### config.mk
export PLATFORM = sky130hd
export DESIGN_NAME = attr_regfile
export DESIGN_NICKNAME = d
export VERILOG_FILES = /design/src/rtl/attr_pkg.sv /design/src/rtl/attr_index_ctl.sv /design/src/rtl/attr_reg_bank.sv /design/src/rtl/attr_dac_map.sv /design/src/rtl/attr_regfile.sv
export SDC_FILE = /design/constraint.sdc
export NUM_CORES = 1
export LEC_CHECK = 0
export BUFFER_PORTS_ARGS = -buffer_cell sky130_fd_sc_hd__buf_2
export CAP_MARGIN = 20
export CORE_MARGIN = 3
export CORE_UTILIZATION = 30
export DETAILED_ROUTE_END_ITERATION = 6
export PLACE_DENSITY = 0.52
export SLEW_MARGIN = 20
export SYNTH_ARGS = -nofsm -noshare
export SYNTH_HDL_FRONTEND = slang
export SYNTH_SLANG_ARGS = --single-unit
### constraint.sdc
create_clock -name clk -period 2.4 [get_ports clk]
set_input_delay 0.24 -clock clk [delete_from_list [all_inputs] [get_ports clk]]
set_output_delay 0.24 -clock clk [all_outputs]
set_load 0.005 [all_outputs]
### src/rtl/attr_pkg.sv
package attr_pkg;
    parameter int IDX_W = 5;
    parameter int DW    = 8;
    parameter int NPAL  = 16;
    parameter int PAN_W = 4;

    localparam logic [IDX_W-1:0] IX_MODE = IDX_W'(NPAL);
    localparam logic [IDX_W-1:0] IX_OVS  = IDX_W'(NPAL + 1);
    localparam logic [IDX_W-1:0] IX_CPE  = IDX_W'(NPAL + 2);
    localparam logic [IDX_W-1:0] IX_PAN  = IDX_W'(NPAL + 3);
    localparam logic [IDX_W-1:0] IX_CSEL = IDX_W'(NPAL + 4);
    localparam int EN_BIT = IDX_W;

    typedef struct packed {
        logic [NPAL-1:0][DW-1:0] pal;
        logic [DW-1:0]           mode;
        logic [DW-1:0]           ovs;
        logic [DW-1:0]           cpe;
        logic [PAN_W-1:0]        pan;
        logic [DW-1:0]           csel;
    } regs_t;

    typedef struct packed {
        logic             ff;
        logic [IDX_W-1:0] idx;
        logic             en;
    } ctl_t;
endpackage

### src/rtl/attr_index_ctl.sv
module attr_index_ctl
    import attr_pkg::*;
(
    input  logic             clk,
    input  logic             rst,
    input  logic             wr_en,
    input  logic [DW-1:0]    wr_data,
    input  logic             ff_clr,
    output logic [IDX_W-1:0] idx_o,
    output logic             en_o,
    output logic             data_we_o
);
    ctl_t ctl_d, ctl_q;

    always_comb begin
        ctl_d = ctl_q;
        if (wr_en) begin
            if (ff_clr || !ctl_q.ff) begin
                ctl_d.idx = wr_data[IDX_W-1:0];
                ctl_d.en  = wr_data[EN_BIT];
                ctl_d.ff  = 1'b1;
            end else begin
                ctl_d.ff  = 1'b0;
            end
        end else if (ff_clr) begin
            ctl_d.ff = 1'b0;
        end
    end

    always_ff @(posedge clk) begin
        if (rst) ctl_q <= '0;
        else     ctl_q <= ctl_d;
    end

    assign idx_o     = ctl_q.idx;
    assign en_o      = ctl_q.en;
    assign data_we_o = wr_en && ctl_q.ff && !ff_clr;

    assert_toggle_R2: assert property (@(posedge clk) disable iff (rst)
        (wr_en && !ff_clr) |=> (ctl_q.ff != $past(ctl_q.ff)));
    assert_idx_load_R2: assert property (@(posedge clk) disable iff (rst)
        (wr_en && !ff_clr && !ctl_q.ff) |=> (ctl_q.idx == $past(wr_data[IDX_W-1:0])));
    assert_clr_idle_R8: assert property (@(posedge clk) disable iff (rst)
        (ff_clr && !wr_en) |=> !ctl_q.ff);
    assert_clr_write_R8: assert property (@(posedge clk) disable iff (rst)
        (ff_clr && wr_en) |=> (ctl_q.ff && ctl_q.en == $past(wr_data[EN_BIT])));
endmodule

### src/rtl/attr_reg_bank.sv
module attr_reg_bank
    import attr_pkg::*;
(
    input  logic             clk,
    input  logic             rst,
    input  logic             we,
    input  logic [IDX_W-1:0] idx,
    input  logic             scr_en,
    input  logic [DW-1:0]    wdata,
    output regs_t            regs_o
);
    regs_t regs_d, regs_q;

    always_comb begin
        regs_d = regs_q;
        if (we) begin
            if (idx < IDX_W'(NPAL)) begin
                if (!scr_en) regs_d.pal[idx[$clog2(NPAL)-1:0]] = wdata;
            end else if (idx == IX_MODE) begin
                regs_d.mode = wdata;
            end else if (idx == IX_OVS) begin
                regs_d.ovs = wdata;
            end else if (idx == IX_CPE) begin
                regs_d.cpe = wdata;
            end else if (idx == IX_PAN) begin
                regs_d.pan = wdata[PAN_W-1:0];
            end else if (idx == IX_CSEL) begin
                regs_d.csel = wdata;
            end
        end
    end

    always_ff @(posedge clk) begin
        if (rst) regs_q <= '0;
        else     regs_q <= regs_d;
    end

    assign regs_o = regs_q;

    assert_pal_locked_R3: assert property (@(posedge clk) disable iff (rst)
        (we && scr_en && idx < IDX_W'(NPAL)) |=> $stable(regs_q.pal));
    assert_pan_nibble_R6: assert property (@(posedge clk) disable iff (rst)
        (we && idx == IX_PAN) |=> (regs_q.pan == $past(wdata[PAN_W-1:0])));
    assert_oob_ignored_R7: assert property (@(posedge clk) disable iff (rst)
        (we && idx > IX_CSEL) |=> $stable(regs_q));
    assert_ctrl_unlocked_R10: assert property (@(posedge clk) disable iff (rst)
        (we && idx == IX_MODE) |=> (regs_q.mode == $past(wdata)));
endmodule

### src/rtl/attr_dac_map.sv
module attr_dac_map
    import attr_pkg::*;
(
    input  regs_t               regs,
    output logic [NPAL*DW-1:0]  dac_o
);
    localparam int LOW_W = DW - 2;
    localparam int NIB_W = DW - 4;

    for (genvar n = 0; n < NPAL; n++) begin : g_ent
        always_comb begin
            if (regs.mode[DW-1])
                dac_o[n*DW +: DW] = {regs.csel[3:2], regs.csel[1:0], regs.pal[n][NIB_W-1:0]};
            else
                dac_o[n*DW +: DW] = {regs.csel[3:2], regs.pal[n][LOW_W-1:0]};
        end
    end
endmodule

### src/rtl/attr_regfile.sv
module attr_regfile
    import attr_pkg::*;
(
    input  logic                clk,
    input  logic                rst,
    input  logic                wr_en,
    input  logic [DW-1:0]       wr_data,
    input  logic                ff_clr,
    output logic [DW-1:0]       idx_rd,
    output logic [DW-1:0]       dat_rd,
    output logic [NPAL*DW-1:0]  dac_idx
);
    logic [IDX_W-1:0] cur_idx;
    logic             scr_en;
    logic             data_we;
    regs_t            regs;

    attr_index_ctl u_ctl (
        .clk(clk), .rst(rst), .wr_en(wr_en), .wr_data(wr_data), .ff_clr(ff_clr),
        .idx_o(cur_idx), .en_o(scr_en), .data_we_o(data_we)
    );

    attr_reg_bank u_bank (
        .clk(clk), .rst(rst), .we(data_we), .idx(cur_idx), .scr_en(scr_en),
        .wdata(wr_data), .regs_o(regs)
    );

    attr_dac_map u_map (.regs(regs), .dac_o(dac_idx));

    assign idx_rd = {{(DW-IDX_W-1){1'b0}}, scr_en, cur_idx};

    always_comb begin
        dat_rd = '0;
        if (cur_idx < IDX_W'(NPAL)) dat_rd = regs.pal[cur_idx[$clog2(NPAL)-1:0]];
        else if (cur_idx == IX_MODE) dat_rd = regs.mode;
        else if (cur_idx == IX_OVS)  dat_rd = regs.ovs;
        else if (cur_idx == IX_CPE)  dat_rd = regs.cpe;
        else if (cur_idx == IX_PAN)  dat_rd = {{(DW-PAN_W){1'b0}}, regs.pan};
        else if (cur_idx == IX_CSEL) dat_rd = regs.csel;
    end
endmodule

==> impl_metrics.toml, run 1 <==
[grt]
grt_pass1_wl_um = 41000
grt_pass1_vias = 6474
grt_start_max_net_pins = 93
grtUsageTotal_pct = 16.2
grt_overflow = 0
antenna_found_initial = 0

[route]
avgRoutedWirePerCell_um = 19.1
viasPerCell = 4.82
wl_um = 26700
drt_iter0_markers = 432
drt_first_pass_iters = 7
ant_nets = 0
drc_errors = 3
vias = 6745

[worst_hold_path]
min_path_type = "in -> reg"

[timing]
maxSlewViolCount = 0
setup_slack_ns = -0.0706
grt_setup_unrepaired = "yes"
fmax_ghz = 0.405
finalClockSkew_ns = 0.0102
tightest_slew_ns = 0.637
hold_violations = 0
fin_crit_sh_pct = 103
period_minus_slack_ns = 2.47
setup_viol = 8
timing.slew.headroom_pct = 57.6

[clock_tree]
clk_path_buf_depth = 2
numCtsBuffers = 17
insertion_delay_ns = 0.44
htree_levels = 4
cts_root_buffer = "clkbuf_16"
numClockSinks = 171
clkTransAtPathRegs_ns = 0.07
cts_tree = "done"

[worst_setup_path]
r2r_end = "u_bank.regs_o[106]$_SDFFE_PP0P_"
cp_slowest_cell = "or3_4"
crit_path_cell_trace = "bufbuf_16 -> or3_4 -> o21ai_1 -> a21oi_1 -> or3_4 -> buf_6"
arrival_ns = 2.23
crit_fanout = 16
crit_path_start_kind = "flop"
max_stage_delay_ns = 0.41
rrSetupSlack_ns = 0.30
crit_path_frequent_cell = "or3_4"
reg2reg_from = "u_ctl.idx_o[0]$_SDFFE_PP0P_"
r2r_cells = 7
crit_path_end = "dat_rd[5]"
cp-end-kind = "output port"
critical_path_class = "reg -> out"
cp-startpoint = "u_ctl.idx_o[3]$_SDFFE_PP0P_"
worstPathRequired_ns = 2.16

[floorplanning]
dieWidth_um = 180
boundaryPins = 156
design.die.area_um2 = 32300
core_um2 = 29700
num_rows = 63
initial_core_util_pct = 30.5
fp.dieH_um = 180

[yosys]
ys.flop_type = "dfxtp_1"
synth.distinct_cells = 49
synth.most_common_cell = "nor2_1"
ys.warnings.count = 0
avgSynthCellArea_um2 = 9.67
synth_area_um2 = 9070
synth-seq-cells = 171
synth-async-reset-ratio_pct = 0
seq_area_frac_synth_pct = 37.8
ys_top_cells_by_count = "nor2_1, mux2i_1, dfxtp_1, buf_4, clkbuf_1"
ys_top_cells_by_area = "dfxtp_1, mux2i_1, buf_4"
synth_area_leader_cell = "dfxtp_1"
netlist_instances = 938
synth_edf_count = 0
synth_top_area_share_pct = 37.8

[run_status]
violations = "design-rule violations, negative setup slack"
status = "finished with violations"

[place]
hpwlAfterDp_um = 18300
dpl.cell_count = 1355
port_buffers = 153
place_congestion = 0.778

[power]
power_w = 0.00613
ir_worst_vdd_mv = 0.386
power_leakage_nw = 4.32
p_per_area_nw_per_um2 = 582

[finish]
diodes = 0
fin_cells = 1399
drive_above_1_share_pct = 32.9
area_delta_synth_final_pct = 16.1
nNetsFinal = 1008

[job]
drv_cap = 0
-- worst max-delay path, delay by kind of cell, from the launching register on --
family	cells	cell delay, ns
simple gates	2	0.76
flops	1	0.36
compound gates	2	0.25
buf+inv	2	0.44
-- layout by cell type, fill, tap and decap left out, types with 5 or more instances in the layout --
cell type,synthesis,routed
nor2_1,180,180
mux2i_1,173,173
dfxtp_1,171,166
buf_2,12,150
buf_4,109,49
o21ai_0,41,39
inv_1,36,36
mux4_2,24,25
clkbuf_16,0,17
nor4_4,16,16
mux2_2,17,13
nand2_1,15,11
buf_12,0,10
nand3_1,8,8
nand2_2,1,5
a21oi_1,5,5
nand2b_1,5,5
-- through the flow --
| step | hold WS (ns) | setup slack, ns | util, % | setup TNS (ns) | instance area, um^2 |
|---|---|---|---|---|---|
| global route | 0.138 | -0.162 | 35.4 | -0.956 | 10500 |
| global placement | 0.468 | 0.0455 | 32.6 | 0 | 9680 |
| floorplan | 0.387 | 0.471 | - | 0 | 9070 |
| finish | 0.124 | -0.0706 | 35.4 | -0.340 | 10500 |
| CTS | 0.0952 | -0.108 | 35.3 | -0.627 | 10500 |
| detailed placement | 0.480 | 0.0117 | 32.6 | 0 | 9680 |
-- layer usage --
metal | share of wire (%) | GRT usage, % | up-vias
met5 | 0 | 0 | -
met2 | 46 | 25.7 | 191
met1 | 48 | 22.9 | 3319
met3 | 4.4 | 2.53 | 20
met4 | 1.7 | 4.73 | 0
li1 | - | - | 3215
-- report_power, final --
group / total (W) / internal (W) / switching [W]
Sequential: 0.00287 / 0.00285 / 0.0000231
Clock: 0.00273 / 0.00153 / 0.00121
Combinational: 0.000520 / 0.000197 / 0.000323
Total: 0.00613 / 0.00457 / 0.00155
-- worst min path at each step --
stage                                                from                               to  slack, ns  depth (start not counted)
after global placement    u_bank.regs_o[123]$_SDFFE_PP0P_  u_bank.regs_o[123]$_SDFFE_PP0P_       0.47                          2
after global routing                               ff_clr      u_ctl.ctl_q[6]$_SDFFE_PP0P_       0.14                          3
final                                              ff_clr      u_ctl.ctl_q[6]$_SDFFE_PP0P_       0.12                          3
after detailed placement   u_bank.regs_o[26]$_SDFFE_PP0P_   u_bank.regs_o[26]$_SDFFE_PP0P_       0.48                          2
after floorplan                                wr_data[0]  u_bank.regs_o[124]$_SDFFE_PP0P_       0.39                          2
after CTS                                          ff_clr      u_ctl.ctl_q[6]$_SDFFE_PP0P_        0.1                          3
-- flip-flops by register name, summed over array words and instances (netlist names) --
signal,cells
u_ctl.idx_o,5
u_ctl.ctl_q,1
u_bank.regs_o,164
u_ctl.en_o,1
-- layout make-up --
| class | count | area [um^2] |
|---|---|---|
| Multi-Input combinational cell | 555 | 4470 |
| Tap cell | 390 | 488 |
| Fill cell | 3011 | 19200 |
| Timing Repair Buffer | 215 | 1430 |
| Clock buffer | 21 | 470 |
| Sequential cell | 171 | 3430 |
| Clock inverter | 11 | 108 |
| Inverter | 36 | 135 |
-- cells by family (layout without fill, tap and decap cells) --
group / count (synthesis) / in the layout / share of synthesized area, %
AO/OA/AOI/OAI: 73 / 73 / 4.84
buffers and inverters: 213 / 283 / 14.0
flip-flops: 171 / 171 / 37.8
AND/OR/NAND/NOR: 265 / 265 / 15.9
multiplexers: 215 / 215 / 27.5
other: 1 / 2 / 0.0414
-- repair_timing --
item | 4_1_cts | 5_1_grt
pin swaps | 6 | 3
hold buffers | 0 | 0
setup endpoints to repair | 8 | 8
resized for setup | 25 | 6
endpoints found under the hold margin | 0 | 0
buffers inserted | 9 | 1
gates cloned | 2 | 0
No activity file was read; power rests on OpenSTA's default activity.
==> run 2: changes to the inputs <==
--- a/config.mk
+++ b/config.mk
@@ -5,6 +5,7 @@
 export SDC_FILE = /design/constraint.sdc
 export NUM_CORES = 1
 export LEC_CHECK = 0
+export ABC_AREA = 1
 export BUFFER_PORTS_ARGS = -buffer_cell sky130_fd_sc_hd__buf_2
 export CAP_MARGIN = 20
 export CORE_MARGIN = 3
==> constraint.sdc (replaced) <==
create_clock -name clk -period 2.4 [get_ports clk]
set_input_delay 0.24 -clock clk [delete_from_list [all_inputs] [get_ports clk]]
set_output_delay 0.24 -clock clk [all_outputs]
set_load 0.02 [all_outputs]
==> impl_metrics.toml, run 2 <==
[finish]
final_common_cell = "nand2_1"
fin_util_pct = 34.4
drive_above_1_share_pct = 17.4
area_delta_synth_final_pct = 12.4
layout_common_cells = "nand2_1, dfxtp_1, buf_2"
diodes = 0
nNetsFinal = 1490
largest_reg_flops = 164
design_area_um2 = 10300

[floorplanning]
boundaryPins = 156
fp.dieH_um = 181
dieWidth_um = 181
design.die.area_um2 = 32600
num_rows = 63
core_um2 = 29900
initial_core_util_pct = 30.6

[timing]
timing.slew.headroom_pct = 47.6
fin_crit_sh_pct = 97.0
maxSlewViolCount = 0
finalClockSkew_ns = 0.0144
setup_slack_ns = 0.0732
tightest_slew_ns = 0.784
hold_violations = 0
setup_viol = 0
period_minus_slack_ns = 2.33
hold_slack_ns = 0.168
fmax_ghz = 0.430

[yosys]
ys.warnings.count = 0
avgSynthCellArea_um2 = 6.27
synth.most_common_cell = "nand2_1"
netlist_instances = 1457
synth_edf_count = 0
seq_area_frac_synth_pct = 37.4
synth_area_leader_cell = "dfxtp_1"
synth-seq-cells = 171
synth_area_um2 = 9140
synth-async-reset-ratio_pct = 0
ys_top_cells_by_count = "nand2_1, dfxtp_1, nor2_1, a21oi_1, o21ai_0"
synth.distinct_cells = 27
synth_top_area_share_pct = 37.4
ys_top_cells_by_area = "dfxtp_1, nand2_1, buf_4"
ys.flop_type = "dfxtp_1"

[worst_setup_path]
critical_path_buf_inv_count = 1
crit_path_cell_trace = "nand2_1 -> o21ai_0 -> buf_2"
cp_num_cells = 3
cp_slowest_cell = "nand2_1"
rrSetupSlack_ns = 0.41
crit_path_start_kind = "flop"
cp-end-kind = "output port"
r2r_end = "u_bank.regs_o[115]$_SDFFE_PP0P_"
worstPathRequired_ns = 2.16
max_stage_delay_ns = 0.55
r2r_cells = 8
critical_path_class = "reg -> out"
arrival_ns = 2.09
cpLargestDelayFamily = "simple AND/OR/NAND/NOR gates"
crit_fanout = 16
reg2reg_from = "u_ctl.idx_o[0]$_SDFFE_PP0P_"

[power]
p_per_area_nw_per_um2 = 604
power_leakage_nw = 5.15
ir_worst_vdd_mv = 0.456
power_w = 0.00620

[grt]
grt_start_max_net_pins = 59
antenna_found_initial = 0
grtUsageTotal_pct = 18.3
grt_pass1_vias = 8082
grt_overflow = 0
grt_pass1_wl_um = 47500

[route]
drt_iter0_markers = 755
drt_first_pass_iters = 5
viasPerCell = 4.63
vias = 8705
drc_errors = 0
ant_nets = 0
wl_um = 30500
avgRoutedWirePerCell_um = 16.2

[place]
place_congestion = 0.824
post-place-ws_ns = 0.327
hpwlAfterDp_um = 20600
placed_cell_area_um2 = 9510
port_buffers = 153

[run_status]
status = "finished clean"

[clock_tree]
clk_path_buf_depth = 2
cts_root_buffer = "clkbuf_16"
clkTransAtPathRegs_ns = 0.07
numClockSinks = 171
cts.hold.buffers_added = 0
insertion_delay_ns = 0.44
numCtsBuffers = 17
htree_levels = 4
cts_tree = "done"

[job]
drv_cap = 0

[worst_hold_path]
hold_end = "u_ctl.ctl_q[6]$_SDFFE_PP0P_"
min_path_type = "in -> reg"
whs_path_depth = 3
hp-start = "wr_en"
run 2: cell count changes after synthesis, moves of 24 or more:
cell	delta
nand3_1	+27
mux4_2	-24
mux2i_1	-173
a21oi_1	+106
o21ai_0	+67
nor2_1	-30
inv_1	+68
nand2_1	+538
run 2: per-layer routing:
| metal | routed length (um) | track usage (%) |
|---|---|---|
| met5 | 0 | 0 |
| met1 | 14900 | 25.9 |
| met4 | 368 | 4.21 |
| met3 | 1690 | 3.94 |
| met2 | 13500 | 28.4 |
run 2: area by class of cell:
| cell class | instances | area (um^2) |
|---|---|---|
| Fill cell | 3278 | 19600 |
| Timing Repair inverter | 1 | 7.51 |
| Tap cell | 390 | 488 |
| Multi-Input combinational cell | 990 | 4220 |
| Clock inverter | 14 | 169 |
| Inverter | 112 | 444 |
| Timing Repair Buffer | 185 | 1090 |
| Sequential cell | 171 | 3430 |
| Clock buffer | 18 | 429 |
run 2: how the worst max path moves through the flow:
stage | start | end | slack, ns
2_1_floorplan | u_ctl.idx_o[0]$_SDFFE_PP0P_ | dat_rd[0] | 0.76
3_3_place_gp | u_ctl.idx_o[1]$_SDFFE_PP0P_ | dat_rd[7] | 0.29
3_5_place_dp | u_ctl.idx_o[0]$_SDFFE_PP0P_ | dat_rd[7] | 0.33
4_1_cts | u_ctl.idx_o[1]$_SDFFE_PP0P_ | dat_rd[7] | 0.001
5_1_grt | u_ctl.idx_o[3]$_SDFFE_PP0P_ | dat_rd[7] | -0.009
6_report | u_bank.regs_o[35]$_SDFFE_PP0P_ | dac_idx[45] | 0.07
run 2: cells by family (layout without fill, tap and decap cells):
group,Yosys count,count (layout),synth area share [%]
simple gates,762,762,33.1
buf+inv,297,330,17.1
other cells,1,2,0.0410
compound gates,226,226,12.4
flops,171,171,37.4
run 2: what timing repair did:
action | in CTS | in global routing
gates cloned | 1 | 1
gates resized for setup | 8 | 19
buffers inserted | 0 | 5
pin swaps | 0 | 1
setup endpoints to repair | 8 | 8
run 2: power by group:
group          total (W)  internal [W]  switching (W)
Sequential       0.00288       0.00285      0.0000271
Clock            0.00286       0.00164        0.00122
Combinational   0.000459      0.000105       0.000354
run 2: metrics by stage:
step | setup TNS, ns | cells
final | 0 | 1881
after CTS | 0 | 1875
after detailed placement | 0 | 1842
after floorplan | 0 | 1458
after global routing | -0.0158 | 1881
after global placement | 0 | 1842
run 2: tightest hold or removal path, delay by kind of cell:
family          cells  cell delay [ns]
compound gates      1             0.06
simple gates        1             0.12
buf+inv             1             0.14
==> run 3: changes to the inputs <==
--- a/config.mk
+++ b/config.mk
@@ -5,13 +5,12 @@
 export SDC_FILE = /design/constraint.sdc
 export NUM_CORES = 1
 export LEC_CHECK = 0
-export ABC_AREA = 1
 export BUFFER_PORTS_ARGS = -buffer_cell sky130_fd_sc_hd__buf_2
 export CAP_MARGIN = 20
 export CORE_MARGIN = 3
-export CORE_UTILIZATION = 30
+export CORE_UTILIZATION = 56
 export DETAILED_ROUTE_END_ITERATION = 6
-export PLACE_DENSITY = 0.52
+export PLACE_DENSITY = 0.84
 export SLEW_MARGIN = 20
 export SYNTH_ARGS = -nofsm -noshare
 export SYNTH_HDL_FRONTEND = slang
==> impl_metrics.toml, run 3 (same netlist as run 1, synthesis figures left out) <==
[worst_hold_path]
whs_path_depth = 3
hp-start = "wr_en"
min_path_type = "in -> reg"
hold_end = "u_ctl.ctl_q[6]$_SDFFE_PP0P_"

[clock_tree]
numClockSinks = 171
insertion_delay_ns = 0.43
numCtsBuffers = 17
cts_root_buffer = "clkbuf_16"
clkTransAtPathRegs_ns = 0.07
clk_path_buf_depth = 2
htree_levels = 4
cts_tree = "done"
cts.hold.buffers_added = 0

[timing]
fmax_ghz = 0.406
period_minus_slack_ns = 2.46
setup_slack_ns = -0.0621
timing.slew.headroom_pct = 45.6
maxSlewViolCount = 0
finalClockSkew_ns = 0.00561
hold_slack_ns = 0.128
tightest_slew_ns = 0.810
fin_crit_sh_pct = 103
setup_viol = 8
hold_violations = 0
grt_setup_unrepaired = "yes"

[worst_setup_path]
cp_slowest_cell = "mux4_2"
cp-end-kind = "output port"
crit_path_cell_trace = "buf_12 -> buf_6 -> mux4_2 -> a32o_1 -> a21oi_2 -> o211ai_1 -> buf_4"
max_stage_delay_ns = 0.51
r2r_cells = 7
rrSetupSlack_ns = 0.27
worstPathRequired_ns = 2.16
critical_path_buf_inv_count = 3
arrival_ns = 2.22
critical_path_class = "reg -> out"
crit_fanout = 7
r2r_end = "u_bank.regs_o[90]$_SDFFE_PP0P_"
crit_path_start_kind = "flop"
reg2reg_from = "u_ctl.idx_o[1]$_SDFFE_PP0P_"
cpLargestDelayFamily = "multiplexers"

[grt]
grt_pass1_vias = 6834
grt_pass1_wl_um = 38400
grt_overflow = 0
grt_start_max_net_pins = 45
grtUsageTotal_pct = 27.6
antenna_found_initial = 0

[power]
power_w = 0.00612
ir_worst_vdd_mv = 0.459
power_leakage_nw = 4.25
p_per_area_nw_per_um2 = 599

[finish]
fillCellCount = 1146
diodes = 0
drive_above_1_share_pct = 32.2
fin_cells = 1212
final_common_cell = "nor2_1"
nNetsFinal = 1001
layout_common_cells = "nor2_1, mux2i_1, dfxtp_1"
fin_util_pct = 65.8
largest_reg_flops = 164
area_delta_synth_final_pct = 12.7

[route]
drt_iter0_markers = 764
wl_um = 25100
ant_nets = 0
drt_first_pass_iters = 5
viasPerCell = 5.93
drc_errors = 0
vias = 7193
avgRoutedWirePerCell_um = 20.7

[run_status]
status = "finished with violations"
violations = "negative setup slack"

[floorplanning]
num_rows = 45
initial_core_util_pct = 58.3
boundaryPins = 156
core_um2 = 15500
dieWidth_um = 133
design.die.area_um2 = 17800
fp.dieH_um = 133

[place]
place_congestion = 0.927
port_buffers = 153
hpwlAfterDp_um = 15900
dpl.cell_count = 1174

[job]
drv_cap = 0
## run 3: changes by cell type in the layout (fill, tap and decap cells not counted), sizes merged, moves of 16 or more
cell / change
nand2: -543
mux2i: +173
a21oi: -106
inv: -75
o21ai: -72
nand3: -28
mux4: +25
nor2: +25
buf: +21
mux2: +17
nor4: +16
## run 3: worst max path at each step
stage                     slack (ns)                        start         to  cells after the start
after floorplan                 0.28  u_ctl.idx_o[4]$_SDFFE_PP0P_  dat_rd[4]                      6
after global placement          0.13  u_ctl.idx_o[0]$_SDFFE_PP0P_  dat_rd[6]                      6
after detailed placement        0.11  u_ctl.idx_o[0]$_SDFFE_PP0P_  dat_rd[3]                      5
after CTS                      -0.04  u_ctl.idx_o[0]$_SDFFE_PP0P_  dat_rd[2]                      6
after global routing           -0.12  u_ctl.idx_o[1]$_SDFFE_PP0P_  dat_rd[3]                      6
final                          -0.06  u_ctl.idx_o[0]$_SDFFE_PP0P_  dat_rd[6]                      7
## run 3: final cells by class
| cell class | count | area [um^2] | share of cell area, % |
|---|---|---|---|
| Clock inverter | 13 | 146 | 1.43 |
| Multi-Input combinational cell | 555 | 4450 | 43.6 |
| Timing Repair Buffer | 208 | 1350 | 13.2 |
| Clock buffer | 18 | 439 | 4.30 |
| Sequential cell | 171 | 3440 | 33.6 |
| Inverter | 36 | 135 | 1.32 |
| Tap cell | 211 | 264 | 2.58 |
## run 3: timing repair
item / in CTS / in global routing
gates cloned: 2 / 0
pin swaps: 4 / 1
setup buffers: 5 / 0
gates resized for setup: 24 / 15
setup endpoints to repair: 8 / 8
## run 3: through the flow
stage	worst slack, ns	setup TNS (ns)	area (um^2)
2_1_floorplan	0.277	0	9070
3_3_place_gp	0.135	0	9390
3_5_place_dp	0.112	0	9390
4_1_cts	-0.0400	-0.238	10200
5_1_grt	-0.115	-0.763	10200
6_report	-0.0621	-0.366	10200
## run 3: power breakdown
group / leakage, nW / total, W / switching [W] / internal [W]
logic: 2.61 / 0.000532 / 0.000342 / 0.000190
registers: 1.38 / 0.00287 / 0.0000186 / 0.00285
clock network: 0.259 / 0.00272 / 0.00116 / 0.00156
## run 3: tightest hold or removal path, delay by kind of cell
family                 cells  cell delay, ns
buffers and inverters      1            0.11
and+or+nand+nor            1            0.11
AOI/OAI and AO/OA          1            0.05
## run 3: routing by layer
layer | global-route usage [%] | vias up | share of wire, %
li1 | - | 3199 | -
met1 | 37.1 | 3483 | 41
met2 | 41.6 | 433 | 46
met3 | 6.65 | 78 | 9.4
met4 | 13.9 | 0 | 4.1
met5 | 0 | - | 0
